`config.mk`:
```
export PLATFORM = sky130hd
export DESIGN_NAME = mixcol_unit
export DESIGN_NICKNAME = d
export VERILOG_FILES = /design/src/rtl/mixcol_pkg.sv /design/src/rtl/mc_fwd_byte.sv /design/src/rtl/mc_fwd_column.sv /design/src/rtl/mc_inv_column.sv /design/src/rtl/mixcol_unit.sv
export SDC_FILE = /design/constraint.sdc
export NUM_CORES = 1
export LEC_CHECK = 0
export BUFFER_PORTS_ARGS = -buffer_cell sky130_fd_sc_hd__buf_2
export CAP_MARGIN = 15
export CORE_MARGIN = 1.5
export CORE_UTILIZATION = 50
export DETAILED_ROUTE_END_ITERATION = 6
export HOLD_SLACK_MARGIN = 0.08
export PLACE_DENSITY = 0.73
export SLEW_MARGIN = 0
export SYNTH_ARGS = -nofsm -noshare
export SYNTH_HDL_FRONTEND = slang
export SYNTH_SLANG_ARGS = --single-unit
```
`constraint.sdc`:
```
create_clock -name clk -period 3.79 [get_ports clk]
set_clock_uncertainty 0.1 [all_clocks]
set_input_delay 0.9475 -clock clk [delete_from_list [all_inputs] [get_ports clk]]
set_output_delay 0.9475 -clock clk [all_outputs]
set_load 0.03 [all_outputs]
```
`src/rtl/mixcol_pkg.sv`:
```
// Shared constants and field helpers for the column mixing unit.
// Assumes the AES field: bytes reduced modulo x^8 + x^4 + x^3 + x + 1.
package mixcol_pkg;
    localparam int BYTE_W    = 8;
    localparam int COL_BYTES = 4;
    localparam int COL_W     = BYTE_W * COL_BYTES;
    localparam logic [BYTE_W-1:0] RED_POLY = 8'h1B;

    typedef logic [BYTE_W-1:0] byte_t;
    // Element 0 is the most significant byte, which is row 0 of the column.
    typedef logic [0:COL_BYTES-1][BYTE_W-1:0] col_t;

    // Doubling in the field: shift left and fold the carry back in.
    function automatic byte_t fmul2(byte_t v);
        return {v[BYTE_W-2:0], 1'b0} ^ ({BYTE_W{v[BYTE_W-1]}} & RED_POLY);
    endfunction

    // Quadrupling in the field: two doublings.
    function automatic byte_t fmul4(byte_t v);
        return fmul2(fmul2(v));
    endfunction

    // XOR of all bytes of a column.
    function automatic byte_t col_fold(col_t c);
        byte_t acc;
        acc = '0;
        for (int i = 0; i < COL_BYTES; i++) acc ^= c[i];
        return acc;
    endfunction
endpackage

```
`src/rtl/mc_fwd_byte.sv`:
```
// One forward output byte: p = 2*a ^ 3*b ^ c ^ d.
// Rewritten as 2*(a^b) ^ b ^ c ^ d, so a[7] and b[7] reach the reduction
// only through the shared bit x. Assumes 8-bit bytes.
module mc_fwd_byte
    import mixcol_pkg::*;
(
    input  byte_t a,
    input  byte_t b,
    input  byte_t c,
    input  byte_t d,
    output byte_t p
);
    logic  x;
    byte_t s;
    byte_t lin;
    byte_t red;

    // Build the shifted sum, the reduction pattern on x, and the plain terms.
    always_comb begin
        s   = a ^ b;
        x   = a[BYTE_W-1] ^ b[BYTE_W-1];
        red = {BYTE_W{x}} & RED_POLY;
        lin = b ^ c ^ d;
        p   = {s[BYTE_W-2:0], 1'b0} ^ red ^ lin;
    end
endmodule

```
`src/rtl/mc_fwd_column.sv`:
```
// Forward column transform: four byte units fed with rotated rows.
// Assumes the column row order of mixcol_pkg::col_t.
module mc_fwd_column
    import mixcol_pkg::*;
(
    input  logic clk,
    input  logic rst_n,
    input  col_t col_i,
    output col_t col_o
);
    for (genvar i = 0; i < COL_BYTES; i++) begin : g_byte
        mc_fwd_byte u_byte (
            .a (col_i[i]),
            .b (col_i[(i + 1) % COL_BYTES]),
            .c (col_i[(i + 2) % COL_BYTES]),
            .d (col_i[(i + 3) % COL_BYTES]),
            .p (col_o[i])
        );
    end

    // The column weights sum to 1, so the byte XOR is preserved.
    assert_fwd_fold_R3: assert property (@(posedge clk) disable iff (!rst_n)
        col_fold(col_o) == col_fold(col_i));
endmodule

```
`src/rtl/mc_inv_column.sv`:
```
// Inverse column transform:
//   out[i] = F*S ^ x[i] ^ 4*(x[i+1]^x[i+3]) ^ 2*(x[i+2]^x[i+3])
// S is the XOR of the column. F*S is built once. 4*(x0^x2) serves the
// odd rows and 4*(x1^x3) serves the even rows. Assumes four rows.
module mc_inv_column
    import mixcol_pkg::*;
(
    input  logic clk,
    input  logic rst_n,
    input  col_t col_i,
    output col_t col_o
);
    byte_t sum;
    byte_t sum_x2;
    byte_t sum_x4;
    byte_t f_sum;
    byte_t q_ac;
    byte_t q_bd;

    // Column-wide shared terms.
    always_comb begin
        sum    = col_fold(col_i);
        sum_x2 = fmul2(sum);
        sum_x4 = fmul2(sum_x2);
        f_sum  = fmul2(sum_x4) ^ sum_x4 ^ sum_x2 ^ sum;
        q_ac   = fmul4(col_i[0] ^ col_i[2]);
        q_bd   = fmul4(col_i[1] ^ col_i[3]);
    end

    for (genvar i = 0; i < COL_BYTES; i++) begin : g_byte
        // Per-row residue on top of the shared weight-15 term.
        always_comb begin
            col_o[i] = f_sum ^ col_i[i]
                     ^ (((i % 2) == 1) ? q_ac : q_bd)
                     ^ fmul2(col_i[(i + 2) % COL_BYTES] ^ col_i[(i + 3) % COL_BYTES]);
        end
    end

    // Weights 0E^0B^0D^09 equal 1, so the byte XOR is preserved.
    assert_inv_fold_R4: assert property (@(posedge clk) disable iff (!rst_n)
        col_fold(col_o) == col_fold(col_i));
endmodule

```
`src/rtl/mixcol_unit.sv`:
```
// Column mixing unit: forward and inverse transforms side by side, a mode
// mux, and one output register with a valid bit one cycle behind the input.
// Assumes a synchronous active-low reset. Output holds while idle.
module mixcol_unit
    import mixcol_pkg::*;
(
    input  logic             clk,
    input  logic             rst_n,
    input  logic             in_valid,
    input  logic             inverse,
    input  logic [COL_W-1:0] col_in,
    output logic             out_valid,
    output logic [COL_W-1:0] col_out
);
    col_t col_w;
    col_t fwd_w;
    col_t inv_w;
    col_t sel_w;

    assign col_w = col_t'(col_in);

    mc_fwd_column u_fwd (
        .clk   (clk),
        .rst_n (rst_n),
        .col_i (col_w),
        .col_o (fwd_w)
    );

    mc_inv_column u_inv (
        .clk   (clk),
        .rst_n (rst_n),
        .col_i (col_w),
        .col_o (inv_w)
    );

    // Mode select ahead of the single output register.
    always_comb sel_w = inverse ? inv_w : fwd_w;

    // Output register with load enable, cleared by synchronous reset.
    always_ff @(posedge clk) begin
        if (!rst_n) begin
            out_valid <= 1'b0;
            col_out   <= '0;
        end else begin
            out_valid <= in_valid;
            if (in_valid) col_out <= COL_W'(sel_w);
        end
    end

    assert_valid_rise_R5: assert property (@(posedge clk) disable iff (!rst_n)
        in_valid |=> out_valid);
    assert_valid_idle_R5: assert property (@(posedge clk) disable iff (!rst_n)
        !in_valid |=> !out_valid);
    assert_hold_idle_R6: assert property (@(posedge clk) disable iff (!rst_n)
        !in_valid |=> $stable(col_out));
    assert_reset_clear_R7: assert property (@(posedge clk)
        !rst_n |=> (!out_valid && col_out == '0));
endmodule

```
==> impl_metrics.yaml, run 1 <==
floorplan:
  design.core.area_um2: 7250
  die_width_um: 89.6
  start_util_pct: 51.7
  die_y_um: 89.6
  rows: 31
  fp.dieArea_um2: 8030
  top_level_ports: 69
power_and_ir_drop:
  power_switching_mw: 1.01
  p_seq_share_pct: 18.2
  power_frac_comb_pct: 67.4
  finalPower_mw: 2.49
  vdd_ir_drop_max_uv: 403
  p_int_mw: 1.48
  p_sw_share_pct: 40.5
  power.share.clock_pct: 14.5
  power_per_cell_area_nw_per_um2: 578
  cellLeakagePower_nw: 1.81
detailed_routing:
  num_vias: 2739
  total_wirelength_um: 9160
  drt_pre_antenna_iters: 4
  ant_nets: 0
  post_drt_via_cell_ratio: 5.15
  remaining_routing_drc_violations: 0
  drt-initial-drc-count: 157
  post_drt_wl_per_cell_um: 17.2
layout:
  final_standard_cell_area_without_fillers_um2: 4310
  filler_cell_count: 643
  finalNetCount: 468
  antenna_cells: 0
  area.growth.synth_to_final_pct: 14.8
  layout-drive-gt1-share_pct: 24.7
global_routing:
  grt_use_total_pct: 23.8
  gr-total-overflow: 0
  first_global_vias: 2606
  grt_pass1_wl_um: 14100
  antenna_found_initial: 0
  grt_start_max_net_pins: 36
yosys:
  synth_nets: 409
  instance_count_of_the_mapped_netlist: 373
  post_synth_main_area_contributors: "sky130_fd_sc_hd__xnor2_1 33%, sky130_fd_sc_hd__dfxtp_1 18%, sky130_fd_sc_hd__xor2_1 9.6%"
  syn-cell-area_um2: 3750
  syn_area_per_cell_um2: 10.1
  synth_warnings: 0
  synth.largest_area_cell: "sky130_fd_sc_hd__xnor2_1"
  seq_cells_post_synth: 33
  synth.yosys.seq_area_share_pct: 17.6
  yosys_cell_types: 29
  netlist.area_leader.share_pct: 33.4
critical_path:
  max_stage_delay_ns: 0.59
  endpoint_kind: "flop"
  largest_fanout_of_any_net_on_the_critical_path: 6
  worstPathArrival_ns: 3.13
  ff2ff_setup_slack_ns: 2.86
  required_ns: 3.86
  cp_slowest_cell: "sky130_fd_sc_hd__xor3_1"
  critical_path.startpoint_type: "primary input"
  path_cells: "buf_2, xnor2_2, xor3_1, xnor3_1, xnor3_1, a21oi_1, a21oi_1"
  worstSetupPathType: "primary input to flop"
place:
  numPortBuffers: 68
  gp_routability_congestion: 0.907
  placed_area_um2: 4190
  detailed_place_hpwl_um: 6880
timing:
  relSlewSlack_pct: 41.0
  timing.fmax_ghz: 0.327
  rsz_0062_raised_after_global_routing: "false"
  final_max_slew_viol_count: 0
  final.setup.tns_ns: 0
  final_min_period_over_clock_period_pct: 80.7
  min_period_ns: 3.06
  tightest_slew_ns: 0.878
  final_hold_viol_count: 0
  setup_viol: 0
cts:
  ctsLongestPathBuffers: 2
  postCtsSetupBuffers: 0
  clockRootBuffer: "sky130_fd_sc_hd__clkbuf_8"
  clk-insertion-delay-late_ns: 0.29
  cts.sink_count: 33
  ctsHtreeMaxLevel: 2
  clkSlewWorstSetupHoldPaths_ns: 0.08
  cts_repair_resize_count: 0
  cts_hold_buffers: 0
  cts_tree: "yes"
  cts_buffer_count: 5
hold_path:
  hold_path_class: "flop to flop"
run:
  max_cap_viols: 0
status:
  status: "finished clean"
## cells by family after synthesis
group / share of synthesized area, %
buffers and inverters: 3.87
AND/OR/NAND/NOR: 2.03
XOR/XNOR: 65.1
AO/OA/AOI/OAI: 11.4
flip-flops: 17.6
## critical path: cells and delay by family
| kind | cells | cell delay, ns |
|---|---|---|
| xor+xnor | 4 | 1.73 |
| buf+inv | 1 | 0.17 |
| compound gates | 2 | 0.27 |
## Yosys cell counts
cell,n
sky130_fd_sc_hd__clkbuf_1,21
sky130_fd_sc_hd__and2_1,1
sky130_fd_sc_hd__a31oi_1,2
sky130_fd_sc_hd__o221a_2,1
sky130_fd_sc_hd__xor2_4,1
sky130_fd_sc_hd__dfxtp_1,33
sky130_fd_sc_hd__clkbuf_2,1
sky130_fd_sc_hd__inv_1,2
sky130_fd_sc_hd__xnor3_4,3
sky130_fd_sc_hd__a211oi_1,1
sky130_fd_sc_hd__xnor3_2,1
sky130_fd_sc_hd__o221ai_1,16
sky130_fd_sc_hd__o21a_1,3
sky130_fd_sc_hd__xor3_2,1
sky130_fd_sc_hd__o2bb2ai_1,1
sky130_fd_sc_hd__a21oi_1,27
sky130_fd_sc_hd__xnor2_2,5
sky130_fd_sc_hd__xnor2_4,5
sky130_fd_sc_hd__nor2_1,6
sky130_fd_sc_hd__buf_2,8
sky130_fd_sc_hd__nor3_1,2
sky130_fd_sc_hd__xnor3_1,15
sky130_fd_sc_hd__xnor2_1,143
sky130_fd_sc_hd__clkbuf_8,1
sky130_fd_sc_hd__xor2_1,41
sky130_fd_sc_hd__o21ai_0,18
sky130_fd_sc_hd__nor3b_1,1
sky130_fd_sc_hd__nand2_1,8
sky130_fd_sc_hd__xor3_1,5
## stage by stage
stage                     std cells  utilization, %  setup WS, ns  hold WS, ns
after CTS                       532            59.4         0.745        0.404
after floorplan                 373               -         0.702        0.543
final                           532            59.4         0.733        0.403
after global placement          524            57.8         0.443        0.373
after global routing            532            59.4         0.611        0.445
after detailed placement        524            57.8         0.440        0.382
## placed cells by master (no fill, tap or decap), types with 2 or more instances in the layout
master and count:
sky130_fd_sc_hd__buf_4 15, sky130_fd_sc_hd__a31oi_1 2, sky130_fd_sc_hd__xor2_1 41, sky130_fd_sc_hd__a21oi_1 27
sky130_fd_sc_hd__o21a_1 3, sky130_fd_sc_hd__o21ai_0 18, sky130_fd_sc_hd__xor3_1 5, sky130_fd_sc_hd__buf_2 68
sky130_fd_sc_hd__xnor2_1 143, sky130_fd_sc_hd__xnor3_4 3, sky130_fd_sc_hd__o221ai_1 16, sky130_fd_sc_hd__xnor2_2 5
sky130_fd_sc_hd__xnor2_4 5, sky130_fd_sc_hd__nor2_1 6, sky130_fd_sc_hd__nor3_1 2, sky130_fd_sc_hd__inv_1 2
sky130_fd_sc_hd__clkbuf_8 6, sky130_fd_sc_hd__nand2_1 8, sky130_fd_sc_hd__dfxtp_1 33, sky130_fd_sc_hd__xnor3_1 15
## power groups by stage
stage / logic (mW) / clock network (mW) / registers, mW
floorplan: 1.24 / 0 / 0.586
global placement: 1.66 / 0 / 0.457
detailed placement: 1.66 / 0 / 0.458
CTS: 1.68 / 0.365 / 0.451
global route: 1.81 / 0.386 / 0.459
finish: 1.68 / 0.360 / 0.452
## registers in the layout (all words and copies together) (netlist names)
register,cells
out_valid,1
col_out,32
## worst paths after layout
kind,end,from,cells past startpoint
worst max-delay path,col_out[2]$_SDFFE_PN0P_,col_in[9],7
worst min-delay path,col_out[23]$_SDFFE_PN0P_,col_out[23]$_SDFFE_PN0P_,2
worst max register to register,col_out[21]$_SDFFE_PN0P_,col_out[21]$_SDFFE_PN0P_,3
worst min register to register,col_out[23]$_SDFFE_PN0P_,col_out[23]$_SDFFE_PN0P_,2
## per-layer routing
metal	global-route usage (%)	part of all wire [%]
met3	4.11	6.9
met1	33.8	46
met4	5.03	1.5
met2	38.1	46
met5	0	0
## area by class of cell
| cell class | count | area, um2 | area share (%) |
|---|---|---|---|
| Clock inverter | 1 | 30.0 | 0.697 |
| Timing Repair Buffer | 83 | 453 | 10.5 |
| Multi-Input combinational cell | 307 | 2950 | 68.4 |
| Inverter | 2 | 7.51 | 0.174 |
| Clock buffer | 7 | 86.3 | 2.00 |
| Tap cell | 99 | 124 | 2.88 |
| Sequential cell | 33 | 661 | 15.3 |
No activity file was read; power rests on OpenSTA's default activity.
==> run 2: changes to the inputs <==
==> constraint.sdc (replaced) <==
create_clock -name clk -period 2.9 [get_ports clk]
set_clock_uncertainty 0.1 [all_clocks]
set_input_delay 0.725 -clock clk [delete_from_list [all_inputs] [get_ports clk]]
set_output_delay 0.725 -clock clk [all_outputs]
set_load 0.03 [all_outputs]
==> impl_metrics.yaml, run 2 (synthesis gave the netlist of run 1 again) <==
status:
  status: "finished clean"
critical_path:
  required_ns: 3.01
  endpoint_kind: "flop"
  worstSetupPathType: "primary input to flop"
  critical_path.startpoint_type: "primary input"
  worstPathArrival_ns: 2.73
  largest_fanout_of_any_net_on_the_critical_path: 5
layout:
  layout_common_cells: "143 x sky130_fd_sc_hd__xnor2_1, 68 x sky130_fd_sc_hd__buf_2, 41 x sky130_fd_sc_hd__xor2_1"
  final_cell_count_no_fill: 554
  leading_cell_type_in_the_layout_fill_and_taps_excluded: "sky130_fd_sc_hd__xnor2_1"
  area.growth.synth_to_final_pct: 18.6
  seq_area_um2: 661
  antenna_cells: 0
  multi_input_comb_area_um2: 2950
  layout-drive-gt1-share_pct: 28.4
  largest-register: "col_out"
  final_standard_cell_area_without_fillers_um2: 4450
  largestRegisters: "col_out: 32 flops, out_valid: 1 flops"
  filler_cell_count: 654
  post-route-util_pct: 61.4
  number_of_flip_flops_in_the_largest_register: 32
  finalNetCount: 491
power_and_ir_drop:
  p_int_mw: 1.90
  p_sw_share_pct: 41.5
  cellLeakagePower_nw: 1.90
  power_frac_comb_pct: 70.3
  power.share.clock_pct: 11.5
  finalPower_mw: 3.24
  p_seq_share_pct: 18.2
  power_per_cell_area_nw_per_um2: 728
  power_switching_mw: 1.34
  vdd_ir_drop_max_uv: 419
cts:
  postCtsSetupBuffers: 0
  cts.sink_count: 33
  clk-insertion-delay-late_ns: 0.29
  cts_tree: "yes"
  ctsLongestPathBuffers: 2
  cts_hold_buffers: 0
  clkSlewWorstSetupHoldPaths_ns: 0.07
  clockRootBuffer: "sky130_fd_sc_hd__clkbuf_8"
  cts_repair_resize_count: 0
  ctsHtreeMaxLevel: 2
  cts_buffer_count: 5
timing:
  setup_viol: 0
  final_max_slew_viol_count: 0
  timing.fmax_ghz: 0.382
  rsz_0062_raised_after_global_routing: "false"
  final.setup.tns_ns: 0
  fin_ws_ns: 0.283
  holdWs_ns: 0.394
  tightest_slew_ns: 0.637
  final_min_period_over_clock_period_pct: 90.2
  final_hold_viol_count: 0
  min_period_ns: 2.62
  relSlewSlack_pct: 57.2
place:
  numPortBuffers: 68
  detailed_place_hpwl_um: 7510
  place_ws_ns: -0.0397
  placed_area_um2: 4360
  place.detailed.instances: 547
  gp_routability_congestion: 0.882
hold_path:
  hold_path_class: "flop to flop"
floorplan:
  fp.dieArea_um2: 8030
  design.core.area_um2: 7250
  rows: 31
  top_level_ports: 69
  start_util_pct: 51.7
  die_y_um: 89.6
  die_width_um: 89.6
global_routing:
  grt_pass1_wl_um: 14700
  antenna_found_initial: 0
  grt_start_max_net_pins: 38
  grt_use_total_pct: 25.0
  first_global_vias: 2842
  gr-total-overflow: 0
detailed_routing:
  remaining_routing_drc_violations: 0
  drt_pre_antenna_iters: 4
  post_drt_wl_per_cell_um: 17.3
  ant_nets: 0
  drt-initial-drc-count: 126
  post_drt_via_cell_ratio: 5.20
  total_wirelength_um: 9560
  num_vias: 2880
run:
  max_cap_viols: 0
==> run 2: power groups by stage <==
stage,logic (mW),registers (mW),clock network (mW)
2_1_floorplan,1.62,0.766,0
3_3_place_gp,2.22,0.595,0
3_5_place_dp,2.26,0.598,0
4_1_cts,2.28,0.588,0.378
5_1_grt,2.46,0.598,0.397
6_report,2.28,0.589,0.372
==> run 2: final cells by class <==
| cell class | instances | area share, % |
|---|---|---|
| clock buffers | 7 | 1.94 |
| well taps | 99 | 2.78 |
| flip-flops and latches | 33 | 14.8 |
| inverters | 2 | 0.169 |
| repair buffers | 106 | 14.1 |
| multi-input cells | 307 | 66.2 |
==> run 2: final timing paths <==
path	end	cells after the start	start	slack [ns]
worst max-delay path	col_out[4]$_SDFFE_PN0P_	7	col_in[5]	0.28
worst min-delay path	col_out[25]$_SDFFE_PN0P_	2	col_out[25]$_SDFFE_PN0P_	0.39
worst max register to register	col_out[21]$_SDFFE_PN0P_	3	col_out[21]$_SDFFE_PN0P_	1.96
worst min register to register	col_out[25]$_SDFFE_PN0P_	2	col_out[25]$_SDFFE_PN0P_	0.39
==> run 2: critical path: stages <==
cell and delay, ns:
sky130_fd_sc_hd__buf_2 0.16, sky130_fd_sc_hd__xnor2_4 0.28, sky130_fd_sc_hd__xnor3_4 0.56, sky130_fd_sc_hd__xor3_1 0.38, sky130_fd_sc_hd__xor2_1 0.27, sky130_fd_sc_hd__xnor2_1 0.12
sky130_fd_sc_hd__a211oi_1 0.23
==> run 2: per-layer routing <==
layer  share of wire (%)  global-route usage [%]
met5                   0                       0
met4                 1.3                    6.99
met3                 6.6                    4.75
met2                  46                    40.7
met1                  46                    33.9
